`config.mk`:
```
export PLATFORM = sky130hd
export DESIGN_NAME = i2c_mem_target
export DESIGN_NICKNAME = d
export VERILOG_FILES = /design/src/rtl/i2ct_pkg.sv /design/src/rtl/i2ct_bus_sense.sv /design/src/rtl/i2ct_busy_timer.sv /design/src/rtl/i2ct_page_buf.sv /design/src/rtl/i2c_mem_target.sv
export SDC_FILE = /design/constraint.sdc
export NUM_CORES = 1
export LEC_CHECK = 0
export CORE_MARGIN = 5
export CORE_UTILIZATION = 35
export CTS_CLUSTER_SIZE = 8
export DETAILED_ROUTE_END_ITERATION = 8
export GPL_TIMING_DRIVEN = 1
export PLACE_DENSITY = 0.62
export SKIP_CTS_REPAIR_TIMING = 1
export SLEW_MARGIN = 25
export SYNTH_ARGS = -nofsm -noshare
export SYNTH_HDL_FRONTEND = slang
export SYNTH_SLANG_ARGS = --single-unit
```
`constraint.sdc`:
```
create_clock -name clk -period 3.5 [get_ports clk]
set_clock_uncertainty 0.2 [all_clocks]
set_input_delay 0.525 -clock clk [delete_from_list [all_inputs] [get_ports clk]]
set_output_delay 0.525 -clock clk [all_outputs]
set_load 0.02 [all_outputs]
```
`src/rtl/i2ct_pkg.sv`:
```
package i2ct_pkg;

    typedef enum logic [2:0] {
        ST_IDLE,
        ST_RX,
        ST_RX_ACK,
        ST_TX,
        ST_TX_ACK,
        ST_WAIT
    } phase_e;

    typedef enum logic [2:0] {
        CX_DEV,
        CX_OFF,
        CX_DATA,
        CX_SEG,
        CX_CDUM,
        CX_CDAT
    } ctx_e;

    localparam logic [6:0] DEV_MEM = 7'h50;
    localparam logic [6:0] DEV_SEG = 7'h30;
    localparam logic [6:0] DEV_CFG = 7'h31;

endpackage

```
`src/rtl/i2ct_bus_sense.sv`:
```
module i2ct_bus_sense (
    input  logic clk,
    input  logic rst_n,
    input  logic scl_i,
    input  logic sda_i,
    output logic scl_rise_o,
    output logic scl_fall_o,
    output logic start_o,
    output logic stop_o,
    output logic sda_s_o
);
    typedef struct packed {
        logic scl_m;
        logic sda_m;
        logic scl_s;
        logic sda_s;
        logic scl_p;
        logic sda_p;
    } sense_t;

    sense_t q, d;

    always_comb begin
        d.scl_m = scl_i;
        d.sda_m = sda_i;
        d.scl_s = q.scl_m;
        d.sda_s = q.sda_m;
        d.scl_p = q.scl_s;
        d.sda_p = q.sda_s;
    end

    always_ff @(posedge clk or negedge rst_n) begin
        if (!rst_n) q <= '1;
        else        q <= d;
    end

    assign scl_rise_o = q.scl_s & ~q.scl_p;
    assign scl_fall_o = ~q.scl_s & q.scl_p;
    assign start_o    = q.scl_s & q.scl_p & q.sda_p & ~q.sda_s;
    assign stop_o     = q.scl_s & q.scl_p & ~q.sda_p & q.sda_s;
    assign sda_s_o    = q.sda_s;
endmodule

```
`src/rtl/i2ct_busy_timer.sv`:
```
module i2ct_busy_timer #(
    parameter int BUSY_CYCLES = 2000,
    localparam int CW = $clog2(BUSY_CYCLES + 1)
) (
    input  logic clk,
    input  logic rst_n,
    input  logic arm_i,
    output logic busy_o
);
    logic [CW-1:0] cnt_q, cnt_d;

    always_comb begin
        if (arm_i)             cnt_d = CW'(BUSY_CYCLES);
        else if (cnt_q != '0)  cnt_d = cnt_q - {{(CW-1){1'b0}}, 1'b1};
        else                   cnt_d = cnt_q;
    end

    always_ff @(posedge clk or negedge rst_n) begin
        if (!rst_n) cnt_q <= '0;
        else        cnt_q <= cnt_d;
    end

    assign busy_o = (cnt_q != '0);
endmodule

```
`src/rtl/i2ct_page_buf.sv`:
```
module i2ct_page_buf #(
    parameter int PAGE_BYTES = 16,
    parameter int ADDR_W = 10,
    localparam int IDX_W = $clog2(PAGE_BYTES),
    localparam int BASE_W = ADDR_W - IDX_W
) (
    input  logic              clk,
    input  logic              rst_n,
    input  logic              put_i,
    input  logic [IDX_W-1:0]  put_idx_i,
    input  logic [7:0]        put_data_i,
    input  logic              commit_i,
    input  logic [BASE_W-1:0] base_i,
    output logic              wr_o,
    output logic [ADDR_W-1:0] wr_addr_o,
    output logic [7:0]        wr_data_o,
    output logic              active_o
);
    typedef struct packed {
        logic [PAGE_BYTES-1:0][7:0] data;
        logic [PAGE_BYTES-1:0]      vld;
        logic                       run;
        logic [IDX_W-1:0]           idx;
        logic [BASE_W-1:0]          base;
    } pbuf_t;

    pbuf_t q, d;

    always_comb begin
        d = q;
        if (put_i) begin
            d.data[put_idx_i] = put_data_i;
            d.vld[put_idx_i]  = 1'b1;
        end
        if (commit_i) begin
            d.run  = 1'b1;
            d.idx  = '0;
            d.base = base_i;
        end else if (q.run) begin
            d.vld[q.idx] = 1'b0;
            d.idx        = q.idx + {{(IDX_W-1){1'b0}}, 1'b1};
            if (q.idx == IDX_W'(PAGE_BYTES - 1)) d.run = 1'b0;
        end
    end

    always_ff @(posedge clk or negedge rst_n) begin
        if (!rst_n) q <= '0;
        else        q <= d;
    end

    assign wr_o      = q.run & q.vld[q.idx];
    assign wr_addr_o = {q.base, q.idx};
    assign wr_data_o = q.data[q.idx];
    assign active_o  = q.run;
endmodule

```
`src/rtl/i2c_mem_target.sv`:
```
module i2c_mem_target
    import i2ct_pkg::*;
#(
    parameter int SEG_W = 2,
    parameter int PAGE_BYTES = 16,
    parameter int BUSY_CYCLES = 2000,
    parameter logic [7:0] CFG_INIT = 8'hFF,
    localparam int ADDR_W = SEG_W + 8,
    localparam int IDX_W = $clog2(PAGE_BYTES)
) (
    input  logic              clk,
    input  logic              rst_n,
    input  logic              scl_i,
    input  logic              sda_i,
    output logic              sda_oe_o,
    input  logic              wr_allow_i,
    output logic              mem_rd_o,
    output logic              mem_wr_o,
    output logic [ADDR_W-1:0] mem_addr_o,
    output logic [7:0]        mem_wdata_o,
    input  logic [7:0]        mem_rdata_i,
    output logic [7:0]        cfg_o,
    output logic              busy_o
);
    typedef struct packed {
        phase_e           st;
        phase_e           nxt;
        ctx_e             cx;
        logic [3:0]       cnt;
        logic [7:0]       sr;
        logic             ack;
        logic             mack;
        logic             txcfg;
        logic [SEG_W-1:0] seg;
        logic [7:0]       off;
        logic             wpend;
        logic             cpend;
        logic [7:0]       cfg;
    } eng_t;

    eng_t q, d;

    logic scl_rise, scl_fall, start_det, stop_det, sda_s;
    logic put_en, commit, arm_busy, ok;
    logic pb_wr, pb_active;
    logic [ADDR_W-1:0] pb_addr;
    logic [7:0] pb_data;

    i2ct_bus_sense u_sense (
        .clk        (clk),
        .rst_n      (rst_n),
        .scl_i      (scl_i),
        .sda_i      (sda_i),
        .scl_rise_o (scl_rise),
        .scl_fall_o (scl_fall),
        .start_o    (start_det),
        .stop_o     (stop_det),
        .sda_s_o    (sda_s)
    );

    i2ct_busy_timer #(.BUSY_CYCLES(BUSY_CYCLES)) u_timer (
        .clk    (clk),
        .rst_n  (rst_n),
        .arm_i  (arm_busy),
        .busy_o (busy_o)
    );

    i2ct_page_buf #(.PAGE_BYTES(PAGE_BYTES), .ADDR_W(ADDR_W)) u_pbuf (
        .clk        (clk),
        .rst_n      (rst_n),
        .put_i      (put_en),
        .put_idx_i  (q.off[IDX_W-1:0]),
        .put_data_i (q.sr),
        .commit_i   (commit),
        .base_i     ({q.seg, q.off[7:IDX_W]}),
        .wr_o       (pb_wr),
        .wr_addr_o  (pb_addr),
        .wr_data_o  (pb_data),
        .active_o   (pb_active)
    );

    always_comb begin
        d        = q;
        put_en   = 1'b0;
        commit   = 1'b0;
        arm_busy = 1'b0;
        ok       = 1'b0;
        if (start_det) begin
            d.st  = ST_RX;
            d.cx  = CX_DEV;
            d.cnt = '0;
            d.ack = 1'b0;
        end else if (stop_det) begin
            d.st     = ST_IDLE;
            d.cx     = CX_DEV;
            d.ack    = 1'b0;
            d.seg    = '0;
            d.wpend  = 1'b0;
            d.cpend  = 1'b0;
            arm_busy = q.wpend | q.cpend;
            commit   = q.wpend;
        end else begin
            case (q.st)
                ST_RX: begin
                    if (scl_rise && q.cnt != 4'd8) begin
                        d.sr  = {q.sr[6:0], sda_s};
                        d.cnt = q.cnt + 4'd1;
                    end else if (scl_fall && q.cnt == 4'd8) begin
                        d.nxt = ST_RX;
                        case (q.cx)
                            CX_DEV: begin
                                if (busy_o) begin
                                    ok = 1'b0;
                                end else if (q.sr[7:1] == DEV_MEM) begin
                                    ok      = 1'b1;
                                    d.txcfg = 1'b0;
                                    d.cx    = CX_OFF;
                                    if (q.sr[0]) d.nxt = ST_TX;
                                end else if (q.sr[7:1] == DEV_SEG) begin
                                    ok   = ~q.sr[0];
                                    d.cx = CX_SEG;
                                end else if (q.sr[7:1] == DEV_CFG) begin
                                    ok      = 1'b1;
                                    d.txcfg = 1'b1;
                                    d.cx    = CX_CDUM;
                                    if (q.sr[0]) d.nxt = ST_TX;
                                end
                            end
                            CX_OFF: begin
                                ok    = 1'b1;
                                d.off = q.sr;
                                d.cx  = CX_DATA;
                            end
                            CX_DATA: begin
                                ok = wr_allow_i;
                                if (wr_allow_i) begin
                                    put_en  = 1'b1;
                                    d.wpend = 1'b1;
                                    d.off   = {q.off[7:IDX_W],
                                               q.off[IDX_W-1:0] + {{(IDX_W-1){1'b0}}, 1'b1}};
                                end
                            end
                            CX_SEG: begin
                                ok    = 1'b1;
                                d.seg = q.sr[SEG_W-1:0];
                                d.nxt = ST_WAIT;
                            end
                            CX_CDUM: begin
                                ok   = 1'b1;
                                d.cx = CX_CDAT;
                            end
                            CX_CDAT: begin
                                ok      = 1'b1;
                                d.cfg   = q.sr;
                                d.cpend = 1'b1;
                                d.nxt   = ST_WAIT;
                            end
                            default: ok = 1'b0;
                        endcase
                        d.st  = ST_RX_ACK;
                        d.ack = ok;
                    end
                end
                ST_RX_ACK: begin
                    if (scl_fall) begin
                        d.ack = 1'b0;
                        d.cnt = '0;
                        if (!q.ack) begin
                            d.st = ST_WAIT;
                        end else begin
                            d.st = q.nxt;
                            if (q.nxt == ST_TX) d.sr = q.txcfg ? q.cfg : mem_rdata_i;
                        end
                    end
                end
                ST_TX: begin
                    if (scl_fall) begin
                        if (q.cnt == 4'd7) begin
                            d.st  = ST_TX_ACK;
                            d.cnt = '0;
                            if (!q.txcfg) d.off = q.off + 8'd1;
                        end else begin
                            d.sr  = {q.sr[6:0], 1'b0};
                            d.cnt = q.cnt + 4'd1;
                        end
                    end
                end
                ST_TX_ACK: begin
                    if (scl_rise) begin
                        d.mack = ~sda_s;
                    end else if (scl_fall) begin
                        if (q.mack) begin
                            d.st  = ST_TX;
                            d.cnt = '0;
                            d.sr  = q.txcfg ? q.cfg : mem_rdata_i;
                        end else begin
                            d.st = ST_WAIT;
                        end
                    end
                end
                default: ;
            endcase
        end
    end

    always_ff @(posedge clk or negedge rst_n) begin
        if (!rst_n) begin
            q     <= '0;
            q.st  <= ST_IDLE;
            q.nxt <= ST_IDLE;
            q.cx  <= CX_DEV;
            q.cfg <= CFG_INIT;
        end else begin
            q <= d;
        end
    end

    assign sda_oe_o    = (q.st == ST_RX_ACK && q.ack) || (q.st == ST_TX && !q.sr[7]);
    assign mem_rd_o    = !pb_active && !q.txcfg &&
                         ((q.st == ST_RX_ACK && q.ack && q.nxt == ST_TX) || q.st == ST_TX_ACK);
    assign mem_wr_o    = pb_wr;
    assign mem_addr_o  = pb_active ? pb_addr : {q.seg, q.off};
    assign mem_wdata_o = pb_data;
    assign cfg_o       = q.cfg;
endmodule

```
Word-level counts from Yosys, hierarchy flattened --
Index checks and enable logic that the tools add are counted.
Cells by class: reduce and logical (&&, ||, !) cells 49, mux-type cells 99, equality and inequality tests 53, magnitude comparators 4, bitwise logic cells 21, add/subtract/negate cells 5
Operators by type and width (count):
- $bwmux W128 | 1
- $mux W12 | 6
- $mux W8 | 9
- $mux W6 | 8
- $pmux W12 S4 | 1
- $mux W20 | 2
- $mux W3 | 13
- $ne A4 B4 Y1 const B | 9
- $ne A2 B2 Y1 const B | 17
- $bmux W8 S4 | 1
- $demux W8 S4 | 1
- $mux W16 | 2
- $pmux W8 S2 | 2
- $mux W1 | 27
- $mux W9 | 3
- $ne A3 B3 Y1 const B | 8
- $mux W11 | 2
- $mux W21 | 1
- $mux W10 | 2
- $reduce_and A10 Y1 | 2
- $reduce_bool A2 Y1 | 10
- $reduce_and A6 Y1 | 3
- $and A16 B16 Y16 | 1
- $not A16 Y16 | 1
- 47 further kinds | 99
Word-level totals: output and inout port bits 30, input bits 13, register bits 216, word-level logic and storage cells 272

Logic depth before layout (Yosys ltp) --
depth after elaboration 17, depth in mapped cells 9, mapped depth without buffers 8

By module --
Synthesis repeated with hierarchy kept, for this count alone.
Unflattened totals: cells, all modules 883, area, all modules 10995.5 µm²
Modules (own cells, without submodules):
- i2ct_page_buf | area each 7236.9 µm², times used 1, seq. area each 3878.7 µm², cells each 482
- i2c_mem_target | area each 2975.4 µm², times used 1, seq. area each 1111.1 µm², cells each 329
- i2ct_busy_timer | area each 593.1 µm², times used 1, seq. area each 275.3 µm², cells each 62
- i2ct_bus_sense | area each 190.2 µm², times used 1, seq. area each 157.7 µm², cells each 10

Worst setup path before layout --
OpenSTA, ideal clock, no wires.
kind register to output, start register u_pbuf.q, in the netlist u_pbuf.wr_addr_o[0], end output mem_wdata_o[1], arrival time 2067 ps, path buffers 2, path slack 708 ps, data required time 2775 ps, cell stages (with the launch flop) 5, cell sequence dfrtp_1 > buf_2 > buf_2 > mux4_2 > mux4_2
On the way: word-level cells in the longest chain between the ends 2
Ends and longest elaborated chain:
- start, declared | line i2ct_page_buf.sv:27 | pbuf_t q, d;
- start signal, assigned | line i2ct_page_buf.sv:47 | if (!rst_n) q <= '0;
- start signal, assigned | line i2ct_page_buf.sv:48 | else q <= d;
- $bmux W8 S4 | line i2ct_page_buf.sv:53 | assign wr_data_o = q.data[q.idx];
- $mux W8 (implied by the code) | line i2ct_page_buf.sv:53
- end, declared | line i2c_mem_target.sv:20 | output logic [7:0] mem_wdata_o,
No other way between the ends. The select of a mux whose other input is x is not followed.

Worst setup path in the final report --
start register u_timer.cnt_q[0], end output busy_o
On the way: word-level cells in the longest chain between the ends 1
Ends and longest elaborated chain:
- start, declared | line i2ct_busy_timer.sv:10 | logic [CW-1:0] cnt_q, cnt_d;
- start signal, assigned | line i2ct_busy_timer.sv:20 | else cnt_q <= cnt_d;
- $reduce_bool A11 Y1 | line i2ct_busy_timer.sv:23 | assign busy_o = (cnt_q != '0);
- end, declared | line i2c_mem_target.sv:23 | output logic busy_o
No other way between the ends.

==> flow_metrics.py <==
metrics = {
    "run_status": {
        "status": "completed",
    },
    "grt": {
        "grt_use_total": 0.152,
        "grt_pass1_wl_mm": 41.6,
        "grt_start_max_net_pins": 82,
        "grt.overflow.total": 0,
        "grt_pass1_vias": 7357,
        "antenna_found_initial": 0,
    },
    "setup_path": {
        "cp.arrival_ps": 2590,
        "path_max_fanout": 11,
        "rrSetupSlack_ps": 720,
        "r2r_end": "u_pbuf.q[56]$_DFFE_PN0P_",
        "slowest_stage": "clkdlybuf4s50_1",
        "path_class": "register to primary output",
        "crit_top_cell": "inv_1",
        "crit_chain": "inv_1, ha_1, nor2b_1, and3_1, inv_1, clkdlybuf4s50_1",
        "required_ps": 2770,
        "rr_startpoint": "q[41]$_DFFE_PN0P_",
        "worst_setup_path_end_kind": "primary output",
        "r2r_cells": 5,
        "cp_slowest_stage_delay_ps": 680,
        "setup.worst_path.start_class": "register",
    },
    "floorplanning": {
        "rows": 64,
        "dieWidth_microns": 186,
        "core-area_sq_mm": 0.0305,
        "num_io_pins": 43,
        "initial_core_util": 0.354,
        "die_height_microns": 186,
        "die_area_sq_mm": 0.0345,
    },
    "logic_synthesis": {
        "syn_area_per_cell_sq_um": 12.3,
        "syn-num-nets": 902,
        "netlist-cell-type-count": 68,
        "ys_warn_count": 0,
        "synth-async-reset-ratio": 1.00,
        "yosys.area.top_type_share": 0.468,
        "yosysSeqAreaShare": 0.502,
        "synth_area_leaders": "dfrtp_1, mux2_2, mux4_2",
        "synth_largest_area_cell": "dfrtp_1",
        "ys_seq_elements": 216,
        "synth_common_cells": "dfrtp_1, mux2_2, nand2_1, nor2_1, mux4_2",
        "yosys_most_used_dff": "dfrtp_1",
        "synth_most_common_cell": "dfrtp_1",
        "netlist_area_sq_mm": 0.0108,
        "synth_edf_count": 0,
        "synthCells": 877,
    },
    "power": {
        "leakage_nw": 5.84,
        "powerDensity_mw_per_mm2": 639,
        "ir_drop_mv": 0.341,
        "p_total_mw": 8.05,
    },
    "route": {
        "final_antenna_net_count": 0,
        "wl_per_cell_microns": 19.3,
        "avgViaCountPerCell": 5.28,
        "drt_wl_total_mm": 25.7,
        "vias": 7038,
        "drtIter0Drc": 454,
        "drc_errors": 0,
        "firstDrtPassIters": 5,
    },
    "sta": {
        "finalCritPeriodShare": 0.946,
        "setup_tns_ps": 0,
        "finalMaxSlewViolations": 0,
        "slew_headroom": 0.354,
        "tightest_slew_ps": 968,
        "hold_ws_ps": 153,
        "finalSetupViolCount": 0,
        "fin_crit_ps": 3310,
        "hold_viol_final": 0,
        "rsz0062_at_grt": "false",
        "fmax_mhz": 302,
    },
    "clock_tree": {
        "clockRootBuffer": "clkbuf_16",
        "clockBufferDepth": 3,
        "clock_sinks": 216,
        "clk_pin_slew_ps": 50,
        "cts_tree": "yes",
        "numCtsBuffers": 30,
        "cts_max_level": 1,
        "clk-insertion-delay-late_ps": 550,
    },
    "hold_path": {
        "hp-class": "register to register",
        "min_to": "u_sense.sda_s_o$_DFF_PN1_",
        "whs_path_depth": 0,
        "hp-start": "u_sense.d[2]$_DFF_PN1_",
    },
    "placed_design": {
        "place_hpwl_mm": 16.8,
        "routabilityCongestion": 0.836,
        "dp_cells": 1284,
        "numPortBuffers": 42,
    },
    "final_layout": {
        "drive_gt1_frac": 0.311,
        "nNetsFinal": 952,
        "area_growth_syn_to_layout_pct": 16.7,
        "final_util": 0.413,
        "diodes": 0,
        "layout.cells.non_filler": 1332,
    },
    "flow_run": {
        "maxCapViolations": 0,
    },
}
## worst max-delay path: cells and delay by family, from the launching register on
kind                     cells  cell delay, ps
adder cells (fa/ha/maj)      1             210
buffers and inverters        3            1090
flip-flops                   1             360
AND/OR/NAND/NOR              2             370
## per-layer routing
| layer | vias up | track usage | share of wire | wire length [microns] |
|---|---|---|---|---|
| met3 | 44 | 0.0264 | 0.052 | 1340 |
| met5 | - | 0 | 0 | 0 |
| met4 | 0 | 0.0426 | 0.023 | 589 |
| met2 | 185 | 0.244 | 0.47 | 12000 |
| met1 | 3548 | 0.213 | 0.46 | 11800 |
| li1 | 3261 | - | - | - |
## per-stage QoR
step           cell area (sq um)  setup slack [ps]
2_1_floorplan              10800               708
6_report                   12600               189
3_5_place_dp               11700               288
5_1_grt                    12600              43.4
4_1_cts                    12500              -301
3_3_place_gp               11700               305
## sequential cells by signal, indices dropped and copies added, names as in the netlist
name / count
u_pbuf.q: 144
q: 36
u_timer.cnt_q: 11
u_pbuf.wr_addr_o: 10
cfg_o: 8
u_sense.d: 3
u_sense.q: 2
u_pbuf.active_o: 1
u_sense.sda_s_o: 1
## how the worst max path moves through the flow
stage	startpoint	end	slack (ps)	depth (start not counted)
after global placement	u_pbuf.wr_addr_o[0]$_DFFE_PN0P_	mem_wdata_o[5]	300	4
final	u_timer.cnt_q[0]$_DFFE_PN0P_	busy_o	190	6
after floorplan	u_pbuf.wr_addr_o[0]$_DFFE_PN0P_	mem_wdata_o[1]	710	4
after detailed placement	u_pbuf.wr_addr_o[0]$_DFFE_PN0P_	mem_wdata_o[4]	290	4
after CTS	u_pbuf.wr_addr_o[0]$_DFFE_PN0P_	mem_wdata_o[4]	-300	4
after global routing	u_timer.cnt_q[7]$_DFFE_PN0P_	busy_o	40	4
## final cells by class
type                       count  area, sq um
fill                        2757        17900
sequential                   216         5430
multi-input combinational    569         4980
clock buffer                  40          788
timing repair buffer          78          763
tap                          396          495
inverter                      32          120
clock inverter                 1         30.0
## cells by family after synthesis
group / after synthesis / synth area share
flops: 216 / 0.502
simple gates: 213 / 0.102
mux: 210 / 0.265
compound gates: 121 / 0.0692
buf+inv: 92 / 0.0372
xor+xnor: 13 / 0.0105
fa+ha+maj: 12 / 0.0139
## report_power, final
| part | leakage (nW) | internal (mW) | total (mW) | switching [mW] |
|---|---|---|---|---|
| Combinational | 2.59 | 1.02 | 2.27 | 1.25 |
| Clock | 0.393 | 1.54 | 2.57 | 1.03 |
| Sequential | 2.86 | 2.78 | 3.21 | 0.433 |
| Total | 5.84 | 5.34 | 8.05 | 2.71 |
## layout by cell type, fill, tap and decap left out, types with 10 or more instances in the layout
cell,n
mux2i_1,12
nand2_1,65
clkdlybuf4s50_1,32
a21oi_1,39
clkbuf_16,31
o21ai_0,32
ha_1,12
nor2_1,53
mux2_2,146
buf_4,32
inv_1,32
nand2b_1,14
nor3_1,14
dfstp_2,14
mux4_2,45
dfrtp_1,200
clkbuf_1,10
Note: power is estimated with default switching activity, not from simulation.
